$ cat src/rtl/ncq_pkg.sv
package ncq_pkg;
   localparam int FRAME_BYTES = 16;
   localparam int FRAME_W     = FRAME_BYTES * 8;
   localparam int RAW_TAG_W   = 5;

   // byte positions inside the register frame
   localparam int B_OPCODE = 2;
   localparam int B_CNT_LO = 3;
   localparam int B_LBA0   = 4;
   localparam int B_LBA1   = 5;
   localparam int B_LBA2   = 6;
   localparam int B_LBA3   = 8;
   localparam int B_LBA4   = 9;
   localparam int B_LBA5   = 10;
   localparam int B_CNT_HI = 11;
   localparam int B_TAG    = 12;
   localparam int TAG_SHIFT = 3;

   localparam logic [7:0] OP_QREAD     = 8'h60;
   localparam logic [7:0] OP_QWRITE    = 8'h61;
   localparam logic [7:0] ERR_ABORT    = 8'h04;
   localparam logic [7:0] ST_READY_ERR = 8'h41;
   localparam logic [7:0] ST_READY_SEEK = 8'h50;
   localparam logic [7:0] SDB_ST_MASK  = 8'h77;

   typedef struct packed {
      logic [7:0]           opcode;
      logic [RAW_TAG_W-1:0] raw_tag;
      logic [47:0]          lba;
      logic [15:0]          cnt;
   } ncq_cmd_t;

   function automatic logic is_queued(input logic [7:0] op);
      return (op == OP_QREAD) || (op == OP_QWRITE);
   endfunction
endpackage

$ cat src/rtl/ncq_frame_decode.sv
module ncq_frame_decode
   import ncq_pkg::*;
(
   input  logic [FRAME_W-1:0] frame,
   output ncq_cmd_t           cmd
);
   logic [7:0] fb [FRAME_BYTES];

   generate
      for (genvar i = 0; i < FRAME_BYTES; i++) begin : g_bytes
         assign fb[i] = frame[8*i +: 8];
      end
   endgenerate

   logic [7:0] tag_byte;
   assign tag_byte = fb[B_TAG] >> TAG_SHIFT;

   assign cmd.opcode  = fb[B_OPCODE];
   assign cmd.raw_tag = tag_byte[RAW_TAG_W-1:0];
   assign cmd.lba     = {fb[B_LBA5], fb[B_LBA4], fb[B_LBA3],
                         fb[B_LBA2], fb[B_LBA1], fb[B_LBA0]};
   assign cmd.cnt     = {fb[B_CNT_HI], fb[B_CNT_LO]};

   logic unused_bytes;
   assign unused_bytes = ^{fb[0], fb[1], fb[7], fb[13], fb[14], fb[15], tag_byte[7:RAW_TAG_W]};
endmodule

$ cat src/rtl/ncq_tag_table.sv
module ncq_tag_table #(
   parameter int NUM_TAGS = 32,
   localparam int TAG_W = $clog2(NUM_TAGS)
) (
   input  logic                clk,
   input  logic                rst_n,
   input  logic                port_rst,
   input  logic                set_en,
   input  logic [TAG_W-1:0]    set_idx,
   input  logic                clr_en,
   input  logic [TAG_W-1:0]    clr_idx,
   output logic [NUM_TAGS-1:0] used
);
   // set wins over clear: a same-cycle completion is applied first
   generate
      for (genvar t = 0; t < NUM_TAGS; t++) begin : g_flag
         always_ff @(posedge clk or negedge rst_n) begin
            if (!rst_n)                                   used[t] <= 1'b0;
            else if (port_rst)                            used[t] <= 1'b0;
            else if (set_en && (set_idx == TAG_W'(t)))    used[t] <= 1'b1;
            else if (clr_en && (clr_idx == TAG_W'(t)))    used[t] <= 1'b0;
         end
      end
   endgenerate
endmodule

$ cat src/rtl/ncq_cpl_unit.sv
module ncq_cpl_unit
   import ncq_pkg::*;
#(
   parameter int NUM_TAGS = 32,
   localparam int TAG_W = $clog2(NUM_TAGS)
) (
   input  logic                clk,
   input  logic                rst_n,
   input  logic                cpl_valid,
   input  logic [TAG_W-1:0]    cpl_tag,
   input  logic                cpl_err,
   input  logic                sdb_enable,
   input  logic                act_set_en,
   input  logic [NUM_TAGS-1:0] act_set_mask,
   input  logic                act_rd,
   output logic [NUM_TAGS-1:0] act_rd_data,
   output logic [NUM_TAGS-1:0] serr,
   output logic                sdb_irq,
   output logic [63:0]         sdb_frame
);
   logic [NUM_TAGS-1:0] sactive_q, finished_q;
   logic [NUM_TAGS-1:0] cpl_bit, fin_base, fin_n, act_base, act_n, serr_n;
   logic [7:0]          err_q, stat_q, err_n, stat_n;
   logic                emit;

   always_comb begin
      cpl_bit  = cpl_valid ? (NUM_TAGS'(1) << cpl_tag) : '0;
      emit     = cpl_valid && sdb_enable;
      fin_base = act_rd ? '0 : finished_q;
      fin_n    = emit ? (fin_base | cpl_bit) : fin_base;
      act_base = act_rd ? (sactive_q & ~finished_q) : sactive_q;
      act_n    = (act_base | (act_set_en ? act_set_mask : '0)) & ~cpl_bit;
      serr_n   = serr | ((cpl_valid && cpl_err) ? cpl_bit : '0);
      err_n    = (cpl_valid && cpl_err) ? ERR_ABORT : err_q;
      stat_n   = cpl_valid ? (cpl_err ? ST_READY_ERR : ST_READY_SEEK) : stat_q;
   end

   assign act_rd_data = sactive_q & ~finished_q;

   always_ff @(posedge clk or negedge rst_n) begin
      if (!rst_n) begin
         sactive_q  <= '0;
         finished_q <= '0;
         serr       <= '0;
         err_q      <= '0;
         stat_q     <= '0;
         sdb_irq    <= 1'b0;
         sdb_frame  <= '0;
      end else begin
         sactive_q  <= act_n;
         finished_q <= fin_n;
         serr       <= serr_n;
         err_q      <= err_n;
         stat_q     <= stat_n;
         sdb_irq    <= emit;
         if (emit)
            sdb_frame <= {32'(fin_n), 8'h00, stat_n & SDB_ST_MASK, 8'h00, err_n};
      end
   end
endmodule

$ cat src/rtl/ncq_tag_tracker.sv
module ncq_tag_tracker
   import ncq_pkg::*;
#(
   parameter int NUM_TAGS = 32,
   localparam int TAG_W = $clog2(NUM_TAGS)
) (
   input  logic                clk,
   input  logic                rst_n,
   input  logic                port_rst,
   input  logic                iss_valid,
   input  logic [127:0]        iss_frame,
   input  logic                cpl_valid,
   input  logic [TAG_W-1:0]    cpl_tag,
   input  logic                cpl_err,
   input  logic                fis_rx_en,
   input  logic                rx_area_ok,
   input  logic                act_set_en,
   input  logic [NUM_TAGS-1:0] act_set_mask,
   input  logic                act_rd,
   output logic [NUM_TAGS-1:0] act_rd_data,
   output logic                start_valid,
   output logic [TAG_W-1:0]    start_tag,
   output logic [47:0]         start_lba,
   output logic [15:0]         start_cnt,
   output logic                start_is_read,
   output logic [NUM_TAGS-1:0] tags_used,
   output logic [NUM_TAGS-1:0] serr,
   output logic                sdb_irq,
   output logic [63:0]         sdb_frame
);
   if (NUM_TAGS < 2 || NUM_TAGS > 32 || NUM_TAGS != (1 << TAG_W)) begin : g_bad_cfg
      $error("NUM_TAGS must be a power of two from 2 to 32");
   end
   if (FRAME_W != 128) begin : g_bad_frame
      $error("frame width must be 128 bits");
   end

   ncq_cmd_t         cmd;
   logic [TAG_W-1:0] iss_tag;
   logic             tag_in_range, tag_busy, accept;

   ncq_frame_decode u_dec (.frame(iss_frame), .cmd(cmd));

   assign iss_tag = cmd.raw_tag[TAG_W-1:0];

   generate
      if (TAG_W == RAW_TAG_W) begin : g_full_tags
         assign tag_in_range = 1'b1;
      end else begin : g_narrow_tags
         assign tag_in_range = (cmd.raw_tag[RAW_TAG_W-1:TAG_W] == '0);
      end
   endgenerate

   // a completion to the same tag this cycle frees it before the check
   assign tag_busy = tags_used[iss_tag] && !(cpl_valid && (cpl_tag == iss_tag));
   assign accept   = iss_valid && !port_rst && tag_in_range && !tag_busy
                     && is_queued(cmd.opcode);

   ncq_tag_table #(.NUM_TAGS(NUM_TAGS)) u_table (
      .clk(clk), .rst_n(rst_n), .port_rst(port_rst),
      .set_en(accept), .set_idx(iss_tag),
      .clr_en(cpl_valid), .clr_idx(cpl_tag),
      .used(tags_used)
   );

   ncq_cpl_unit #(.NUM_TAGS(NUM_TAGS)) u_cpl (
      .clk(clk), .rst_n(rst_n),
      .cpl_valid(cpl_valid), .cpl_tag(cpl_tag), .cpl_err(cpl_err),
      .sdb_enable(fis_rx_en && rx_area_ok),
      .act_set_en(act_set_en), .act_set_mask(act_set_mask), .act_rd(act_rd),
      .act_rd_data(act_rd_data), .serr(serr),
      .sdb_irq(sdb_irq), .sdb_frame(sdb_frame)
   );

   always_ff @(posedge clk or negedge rst_n) begin
      if (!rst_n) begin
         start_valid   <= 1'b0;
         start_tag     <= '0;
         start_lba     <= '0;
         start_cnt     <= '0;
         start_is_read <= 1'b0;
      end else begin
         start_valid <= accept;
         if (accept) begin
            start_tag     <= iss_tag;
            start_lba     <= cmd.lba;
            start_cnt     <= cmd.cnt;
            start_is_read <= (cmd.opcode == OP_QREAD);
         end
      end
   end
endmodule

$ cat config.mk
export PLATFORM = sky130hd
export DESIGN_NAME = ncq_tag_tracker
export DESIGN_NICKNAME = d
export VERILOG_FILES = /design/src/rtl/ncq_pkg.sv /design/src/rtl/ncq_frame_decode.sv /design/src/rtl/ncq_tag_table.sv /design/src/rtl/ncq_cpl_unit.sv /design/src/rtl/ncq_tag_tracker.sv
export SDC_FILE = /design/constraint.sdc
export NUM_CORES = 1
export LEC_CHECK = 0
export BUFFER_PORTS_ARGS = -buffer_cell sky130_fd_sc_hd__clkbuf_2
export CAP_MARGIN = 30
export CORE_AREA = 2 2 156 158
export CTS_CLUSTER_DIAMETER = 100
export CTS_CLUSTER_SIZE = 8
export DETAILED_ROUTE_END_ITERATION = 6
export DIE_AREA = 0 0 158 160
export PLACE_DENSITY = 0.8
export RECOVER_POWER = 50
export SLEW_MARGIN = 20
export SYNTH_ARGS = -nofsm -noshare
export SYNTH_HDL_FRONTEND = slang
export SYNTH_HIERARCHICAL = 1
export SYNTH_SLANG_ARGS = --single-unit
export TNS_END_PERCENT = 10
$ cat constraint.sdc
create_clock -name clk -period 5.3 [get_ports clk]
set_clock_uncertainty 0.1 [all_clocks]
set_input_delay 0.795 -clock clk [delete_from_list [all_inputs] [get_ports clk]]
set_output_delay 0.795 -clock clk [all_outputs]
set_load 0.02 [all_outputs]
==> results.txt, run 1 <==
- The flow ran to the end, but the final reports show violations.
- Violated checks: capacitance limit, slew limit
- The worst hold path belongs to the class flop to flop.
- In this run, the number of DRC markers left after iteration 0 of detailed routing was 917.
- Number of register bits inferred by synthesis: 254
- Excluding fillers, the count of instances in the completed layout stands at 1616.
* Buffer levels on the longest clock path: 3
* Area delta synth->final: 16.9%
- Global routing used 40.4% of the available met2 tracks.
- Counting tap cells, the placed design contains a total of 1574 instances.
- Sequential area share after synthesis: 53.8%
- Met3 usage in global routing: 5.62%
- STA classifies the critical path startpoint as an input pin.
* Final Hold Fails: 0
- Pwr dens: 352 mW/mm^2
- Initial DRT Pass Iterations: 5
- The clock tree synthesis step divided the H-tree into 2 levels.
- In the finished design, the share of the clock period the worst path needs comes to 71.4%.
- RSZ-0062 raised after global routing: no
- DIE AREA: 0.0253 mm^2
- Yosys mapped a number of flops with a built-in enable equal to 0.
- Of all nets on the critical path, the largest fanout is 116.
- Crit path buf inv count: 2
* Cell breakdown of the critical path: clkbuf_2, clkbuf_4
* Ant diodes: 0
- The worst register-to-register path ends at start_cnt[1].
* Post-synthesis instance area: 0.0118 mm^2
* Met1 Usage GRT: 35.4%
- Counting flops with an async set or reset pin after synthesis yields a share of 100%.
- The worst-case IR drop observed on VDD is 0.000230 V.
- Launch point of the worst hold path: u_cpl/serr[0]
* Clock slew at the register clock pins of the worst setup and hold paths: 0.05 ns
- The region available for standard cell placement spans 0.0238 mm^2.
- YS warnings: 6
- Clock tree sinks: 254
* Routability congestion estimate from global placement: 0.873
- The library cells used most frequently in the layout, excluding fill and tap cells, are 283 x clkbuf_2, 254 x dfrtp_1, 138 x nand2_1.
* Hold_ws: 0.353 ns
* Input/output buffers: 337
- On the worst path, the slowest cell contributes a delay of 1.56 ns.
- Critical-path cell with the highest stage delay: clkbuf_2
- Launching point of the worst reg2reg path: u_table/used[5]
- Number of buffers added to fix hold violations after cts: 0
- For this design the static power due to leakage is 6.80 nW.
- Worst-case hold path end point: u_cpl/serr[0]
* Number of resized instances in the post-cts repair step: 0
- Counting the buffers created by CTS gives 37.
- The worst setup path is captured at an asynchronous set/reset pin.
- After global routing the overflow that remains totals 0.
- Required arrival time at the worst endpoint: 5.51 ns
- For the worst flop-to-flop path, the logic depth is 7.
- Counting instances, the worst hold path has a depth of 1.
- The die is 158 um wide.
- Across the run, the number of max-cap violations was 5.
- For the pin with the worst max-slew slack, the measured transition is 2.24 ns.
- The net count of the finished layout is 1465.
- Setup bufs post-CTS: 0
- In the routed layout, each cell is associated on average with a via count of 5.58.
* Wire length per cell after detailed routing: 20.4 um
- Of the cells placed in the final design, the portion with a size suffix greater than 1 is 32.4%.
* Cells after synthesis: 1045
- Total power draw: 0.00487 W
* Most frequent standard cell in the layout excluding fill and tap cells: clkbuf_2
- Across every metal layer, demand over resource in global routing totals 25.7%.
- The max-slew violation total from the final report came to 249.
- Mean instance size in the synthesized netlist: 11.3 um^2
- Summed over all failing endpoints, the final setup total negative slack is 0 ns.
* Unique cell type count in the Yosys netlist: 62
- The via count of the first global-routing pass is 9114.
* Final WL: 33000 um
- Dominant delay contributor by cell family on the critical path: buffers and inverters
* GRT Max-Usage Layer: met2
- Headroom to the max-slew limit came out at -49.0%.
- The detail route stage leaves a number of antenna-violating nets equal to 0.
- At the worst endpoint, the arrival time is 4.00 ns.
- Setup violations remaining at the end of the flow were counted as 0.
- Number of antenna violations at the first check in global routing: 0
- For this configuration, the core starts out at a cell density of 49.6%.
- For this run, design rule violations remaining after detail routing come to 0.
- TritonCTS built the clock tree.
* Wire length of the first global-routing pass: 50800 um
- Number of primary I/O pins: 407
- Highest attainable clock frequency: 264 MHz
- The worst path needs 3.78 ns of the cycle, external delays included.
* Number of core rows: 57
- For this run, the leading register cell type out of synthesis is dfrtp_1.
* Largest net degree at the start of global routing: 117
- The clock reaches the later pin of the worst-skew pair after 0.51 ns.
- Detailed placement finished with a half-perimeter wire length of 22200 um.
- Summing over every cut layer, the via total after detailed routing is 9025.
- For flop-to-flop paths, the worst setup slack is 2.17 ns.
* Critical path class: input pin to asynchronous set/reset pin
- Die Ht: 160 um
- The root buffer cell chosen for the clock tree is clkbuf_16.
[through the flow]
stage / setup slack [ns] / instance area (um^2) / utilization [%]
6_report: 1.52 / 13800 / 58.0
5_1_grt: 0.800 / 13800 / 58.0
4_1_cts: 1.70 / 14000 / 58.6
3_5_place_dp: 1.19 / 13000 / 54.4
3_3_place_gp: 1.24 / 13000 / 54.4
2_1_floorplan: 1.98 / 11900 / -
[routing by layer]
layer / vias up / share of wire, %
li1: 3984 / -
met1: 4440 / 40
met2: 523 / 48
met3: 78 / 9.1
met4: 0 / 2.8
met5: - / 0
[layout make-up]
cell class / count / area (um^2)
inverter: 4 / 17.5
multi-input combinational: 647 / 4340
sequential: 254 / 6360
clock inverter: 1 / 8.76
tap: 324 / 405
fill: 2026 / 10000
clock buffer: 40 / 990
timing repair buffer: 346 / 1700
[state kept, by name (all words and copies together), names as in the netlist]
name / cells
start_lba: 48
start_is_read: 1
u_cpl/serr: 32
u_cpl/sactive_q: 32
start_valid: 1
u_cpl/err_q: 8
u_table/used: 32
u_cpl/finished_q: 32
start_cnt: 16
u_cpl/sdb_irq: 1
start_tag: 5
u_cpl/sdb_frame: 46
[worst max path at each step]
stage	cells past startpoint	startpoint	end	slack, ns
6_report	2	rst_n	u_cpl/finished_q[20]	1.52
5_1_grt	2	rst_n	u_cpl/finished_q[13]	0.80
4_1_cts	8	port_rst	start_cnt[1]	1.70
3_5_place_dp	8	port_rst	start_cnt[1]	1.19
3_3_place_gp	8	port_rst	start_cnt[15]	1.24
2_1_floorplan	12	iss_frame[100]	u_table/used[15]	1.98
[cells by family (layout without fill, tap and decap cells)]
group | Yosys count | in the layout | share of synthesized area [%]
compound gates | 224 | 224 | 11.7
buf+inv | 161 | 391 | 9.52
simple gates | 320 | 320 | 14.7
other cells | 1 | 18 | 0.0317
xor+xnor | 5 | 5 | 0.370
mux | 80 | 80 | 9.96
flops | 254 | 254 | 53.8
[cell usage after synthesis, types with 4 or more instances]
master | instances | area [um^2]
dfrtp_1 | 254 | 6360
nand2_1 | 137 | 514
buf_4 | 98 | 736
nor2b_1 | 71 | 444
o21ai_1 | 53 | 265
mux2_4 | 49 | 736
o21ai_0 | 38 | 190
a22oi_1 | 32 | 240
nor2_1 | 31 | 116
a21o_1 | 30 | 225
buf_2 | 29 | 145
a21oi_1 | 28 | 140
a31oi_1 | 27 | 169
mux2_2 | 22 | 248
clkbuf_1 | 17 | 63.8
nand3_1 | 16 | 80.1
and2_1 | 12 | 75.1
nand3b_1 | 10 | 75.1
mux4_2 | 7 | 158
buf_12 | 6 | 120
o211ai_1 | 6 | 45.0
and4bb_2 | 4 | 50.1
buf_1 | 4 | 15.0
xor2_1 | 4 | 35.0
[report_power, final]
part	leakage, nW	switching (W)	total (W)	internal (W)
clock	0.492	0.000787	0.00208	0.00130
sequential	3.26	0.0000728	0.00214	0.00207
combinational	3.05	0.000433	0.000643	0.000210
total	6.80	0.00129	0.00487	0.00357
No activity file was read; power rests on OpenSTA's default activity.
==> run 2: changes to the inputs <==
--- a/config.mk
+++ b/config.mk
@@ -5,14 +5,15 @@
 export SDC_FILE = /design/constraint.sdc
 export NUM_CORES = 1
 export LEC_CHECK = 0
+export ABC_AREA = 1
 export BUFFER_PORTS_ARGS = -buffer_cell sky130_fd_sc_hd__clkbuf_2
 export CAP_MARGIN = 30
-export CORE_AREA = 2 2 156 158
+export CORE_MARGIN = 2
+export CORE_UTILIZATION = 46
 export CTS_CLUSTER_DIAMETER = 100
 export CTS_CLUSTER_SIZE = 8
 export DETAILED_ROUTE_END_ITERATION = 6
-export DIE_AREA = 0 0 158 160
-export PLACE_DENSITY = 0.8
+export PLACE_DENSITY = 0.77
 export RECOVER_POWER = 50
 export SLEW_MARGIN = 20
 export SYNTH_ARGS = -nofsm -noshare
==> constraint.sdc (replaced) <==
create_clock -name clk -period 3.1 [get_ports clk]
set_clock_uncertainty 0.1 [all_clocks]
set_input_delay 0.465 -clock clk [delete_from_list [all_inputs] [get_ports clk]]
set_output_delay 0.465 -clock clk [all_outputs]
set_load 0.02 [all_outputs]
==> run 2 against run 1 <==
Net effect:
- the run now ends clean
- largest cell class unchanged
- sequential power up 67%
- combinational power up 57%
- critical endpoint is now u_cpl/finished_q[14]
- highest routed layer unchanged
- critical path type is now input pin to flop
- clock power grew 69%
- area after synthesis up 1.3%
- via count rose by 17%
- cell area increased by 2.8%
==> results.txt, run 2 <==
* H-Tree Level Count: 2 (unchanged)
- Final WL: 34100 um (+3.3%)
- The number of enable-type register cells in the synthesized netlist came to 0 (unchanged).
* Mean instance size in the synthesized netlist: 8.38 um^2 (-26%)
- The count of instances resized after the clock tree is built came to 0 (unchanged).
- Area delta synth->final: 18.6%
- Number of DRC markers after the initial detailed-route iteration: 956 (+4.3%)
- The final setup slack of the worst path came to 0.697 ns (-0.819 ns).
- The placed wire-length estimate after detailed placement is 23600 um (+6.2%).
* Core outline area: 0.0258 mm^2 (+8.5%)
- Die X: 165 um (+4.6%)
- In the layout the commonest cells are 462 x nand2_1, 307 x clkbuf_2, 254 x dfrtp_1.
- Share of the clock period used by the worst path: 77.5%
- The number of maximum-capacitance violations is 0 (-5).
* Type of the most critical hold path: input pin to flop
- The total CTS buffers was 37 (unchanged).
- CP Capture Type: flop
- Most frequent cell on the critical path: clkbuf_1
- The maximum ir drop on the vdd rail came to 0.000399 V (+74%).
- Wire length per cell after detailed routing: 16.9 um (-17%)
- The worst hold slack across all endpoints was 0.0965 ns (-0.257 ns).
* Clock tree from TritonCTS: built
* Clock slew at the register clock pins of the worst setup and hold paths: 0.05 ns (about the same)
* Critical path class: input pin to flop
* Clock tree sinks: 254 (unchanged)
- Post-synthesis instance area: 0.0120 mm^2 (+1.3%)
- Status: completed
* Primary flip-flop cell chosen by synthesis mapping: dfrtp_1
- Via-per-instance ratio: 5.21 (-6.7%)
* Via count: 10.5k (+17%)
* Share of cells above drive strength 1: 24.4% (-8.0 points)
* Cell breakdown of the critical path: clkbuf_1, clkbuf_1, inv_1, nor2_1, nand2_1, o21ai_0
- Accumulated negative setup slack: 0 ns (unchanged)
- The final count of negative-setup-slack endpoints came to 0 (unchanged).
- Ant diodes: 0 (unchanged)
* Final Hold Fails: 0 (unchanged)
- Die Ht: 165 um (+3.3%)
- Non-filler cells, final: 2018 (+25%)
* Critical path arrival: 2.70 ns (-1.30 ns)
* Stage delay of the slowest cell on the critical path: 0.70 ns (-0.86 ns)
- The post-synthesis cell count was 1429 (+37%).
* Leakage power summed over all cells: 7.64 nW (+12%)
* Initial Util: 46.3% (-3.3 points)
- Largest net degree at the start of global routing: 81 (-31%)
- Vias in the first global route: 9988 (+9.6%)
- The final global-route overflow total is 0 (unchanged).
- The tree is rooted in a clkbuf_16.
- Most frequent standard cell in the layout excluding fill and tap cells: nand2_1
- Final Net Count: 1857 (+27%)
* Number of fill cells in the layout: 2351 (+16%)
* Number of max-slew violations in the final report: 0 (-100%)
- Setup bufs post-CTS: 0 (unchanged)
* Most instantiated library cell after synthesis: nand2_1
- The register with the most flip-flops in the final layout is start_lba.
- The count of buffers inserted at the top-level ports was 337 (unchanged).
* Aggregate global-route resource usage: 24.1% (-1.6 points)
- The post-synthesis register bit count came to 254 (unchanged).
* Wire length of the first global-routing pass: 51800 um (+2.0%)
- Library cell with the largest summed area after synthesis: dfrtp_1
- RSZ-0062 raised after global routing: no
- Worst-case setup slack after placement: 0.514 ns (-0.673 ns)
* Post-synth ARST share: 100% (unchanged)
* Critical-path cell with the highest stage delay: clkbuf_1
* Worst slew pin tran: 1.08 ns (-1.15 ns)
- Post-layout minimum cycle time: 2.40 ns
- Number of primary I/O pins: 407 (unchanged)
* Biggest regs: start_lba x48, u_cpl/sdb_frame x46
- Number of core rows: 59 (+3.5%)
* Maximum fanout along the worst path: 17 (-85%)
- Ranked by total cell area, the synthesized netlist is headed by dfrtp_1 53%, nand2_1 14%, buf_4 6.6%.
- The die outline area came to 0.0273 mm^2 (+8.1%).
* Headroom to the max-slew limit: 27.7% (+77 points)
- The number of distinct library cell variants in the gate-level netlist after synthesis is 37 (-40%).
- The detailed-router iteration count before antenna repair was 7 (+2).
- The detailed-route DRC error count is 0 (unchanged).
- Required arrival time at the worst endpoint: 3.40 ns (-2.11 ns)
- The proportion of synthesized chip area in sequential cells is 53.1% (-0.67 points).
* Number of antenna violations at the first check in global routing: 0 (unchanged)
- Routability congestion estimate from global placement: 0.862 (-1.3%)
- Commonest cells in the synthesized netlist: 462 x nand2_1, 254 x dfrtp_1, 155 x nand3_1
- The share of the synthesized area in the top cell type was 53.1% (-0.67 points).
- YS warnings: 6 (unchanged)
- STA classifies the critical path startpoint as an input pin.
* Largest register FFs: 48 (unchanged)
* Highest attainable clock frequency: 416 MHz
* Remaining antenna violation count: 0 (unchanged)
- The multi-input gate area in the final layout was 0.00417 mm^2 (-3.8%).
- The total placed cells including tap cells came to 1977 (+26%).
- Clock insertion delay at the later pin of the skew report: 0.51 ns (about the same)
- Register area: 0.00636 mm^2 (unchanged)
* Buffer levels on the longest clock path: 3 (unchanged)
- Pwr dens: 571 mW/mm^2 (+62%)
-- run 2: changes by cell type after synthesis, moves of 26 or more --
cell,before,now
nand2_1,137,462
nand3_1,16,155
inv_1,2,103
nor2b_1,71,0
mux2_4,49,0
o21ai_1,53,7
nor2_1,31,67
a21o_1,30,0
o21bai_1,2,32
a22oi_1,32,5
a31oi_1,27,1
-- run 2: metrics by stage --
stage / util (%) / instance area [um^2] / total power (W)
2_1_floorplan: - / 12000 / 0.00426
3_3_place_gp: 51.4 / 13300 / 0.00463
3_5_place_dp: 51.4 / 13300 / 0.00465
4_1_cts: 55.3 / 14300 / 0.00821
5_1_grt: 54.9 / 14200 / 0.00843
6_report: 54.9 / 14200 / 0.00811
-- run 2: kinds of logic after synthesis --
logic type,after synthesis,share of synthesized area [%]
XOR/XNOR,2,0.146
buffers and inverters,278,12.4
AO/OA/AOI/OAI,167,8.42
flip-flops,254,53.1
AND/OR/NAND/NOR,727,25.9
other,1,0.0313
-- run 2: metal layers --
layer / global-route usage (%) / up-vias / part of all wire, %
met5: 0 / - / 0
met4: 8.27 / 0 / 2.7
met3: 4.97 / 72 / 8.4
met2: 39.9 / 513 / 48
met1: 31.7 / 5018 / 41
li1: - / 4913 / -
-- run 2: critical path, delay by kind of cell --
family / cells / cell delay (ns)
simple gates: 2 / 0.56
buf+inv: 3 / 1.43
compound gates: 1 / 0.23
-- run 2: report_power, final --
group	switching [W]	leakage, nW	internal [W]
clock network	0.00136	0.482	0.00217
registers	0.0000906	3.29	0.00348
logic	0.000704	3.87	0.000306
total	0.00215	7.64	0.00596
-- run 2: what timing repair did --
action,4_1_cts,5_1_grt
endpoints found under the hold margin,69,0
endpoints found under the setup margin,0,0
hold buffers,1,0
-- run 2: final timing paths --
path	startpoint	endpoint	slack (ns)	depth (start not counted)
worst max-delay path	cpl_tag[3]	u_cpl/finished_q[14]	0.70	6
worst min-delay path	iss_frame[80]	start_lba[40]	0.1	3
worst max register to register	u_table/used[31]	start_lba[18]	0.86	11
worst min register to register	u_cpl/err_q[2]	u_cpl/err_q[2]	0.35	2
max in group asynchronous	rst_n	u_cpl/sactive_q[12]	0.90	3
min in group asynchronous	rst_n	u_cpl/finished_q[23]	0.42	2
-- run 2: area by class of cell --
class / count / area share [%]
sequential: 254 / 44.8
multi-input combinational: 914 / 29.4
timing repair buffer: 356 / 12.8
clock buffer: 39 / 6.80
inverter: 119 / 3.15
tap: 335 / 2.95
clock inverter: 1 / 0.115
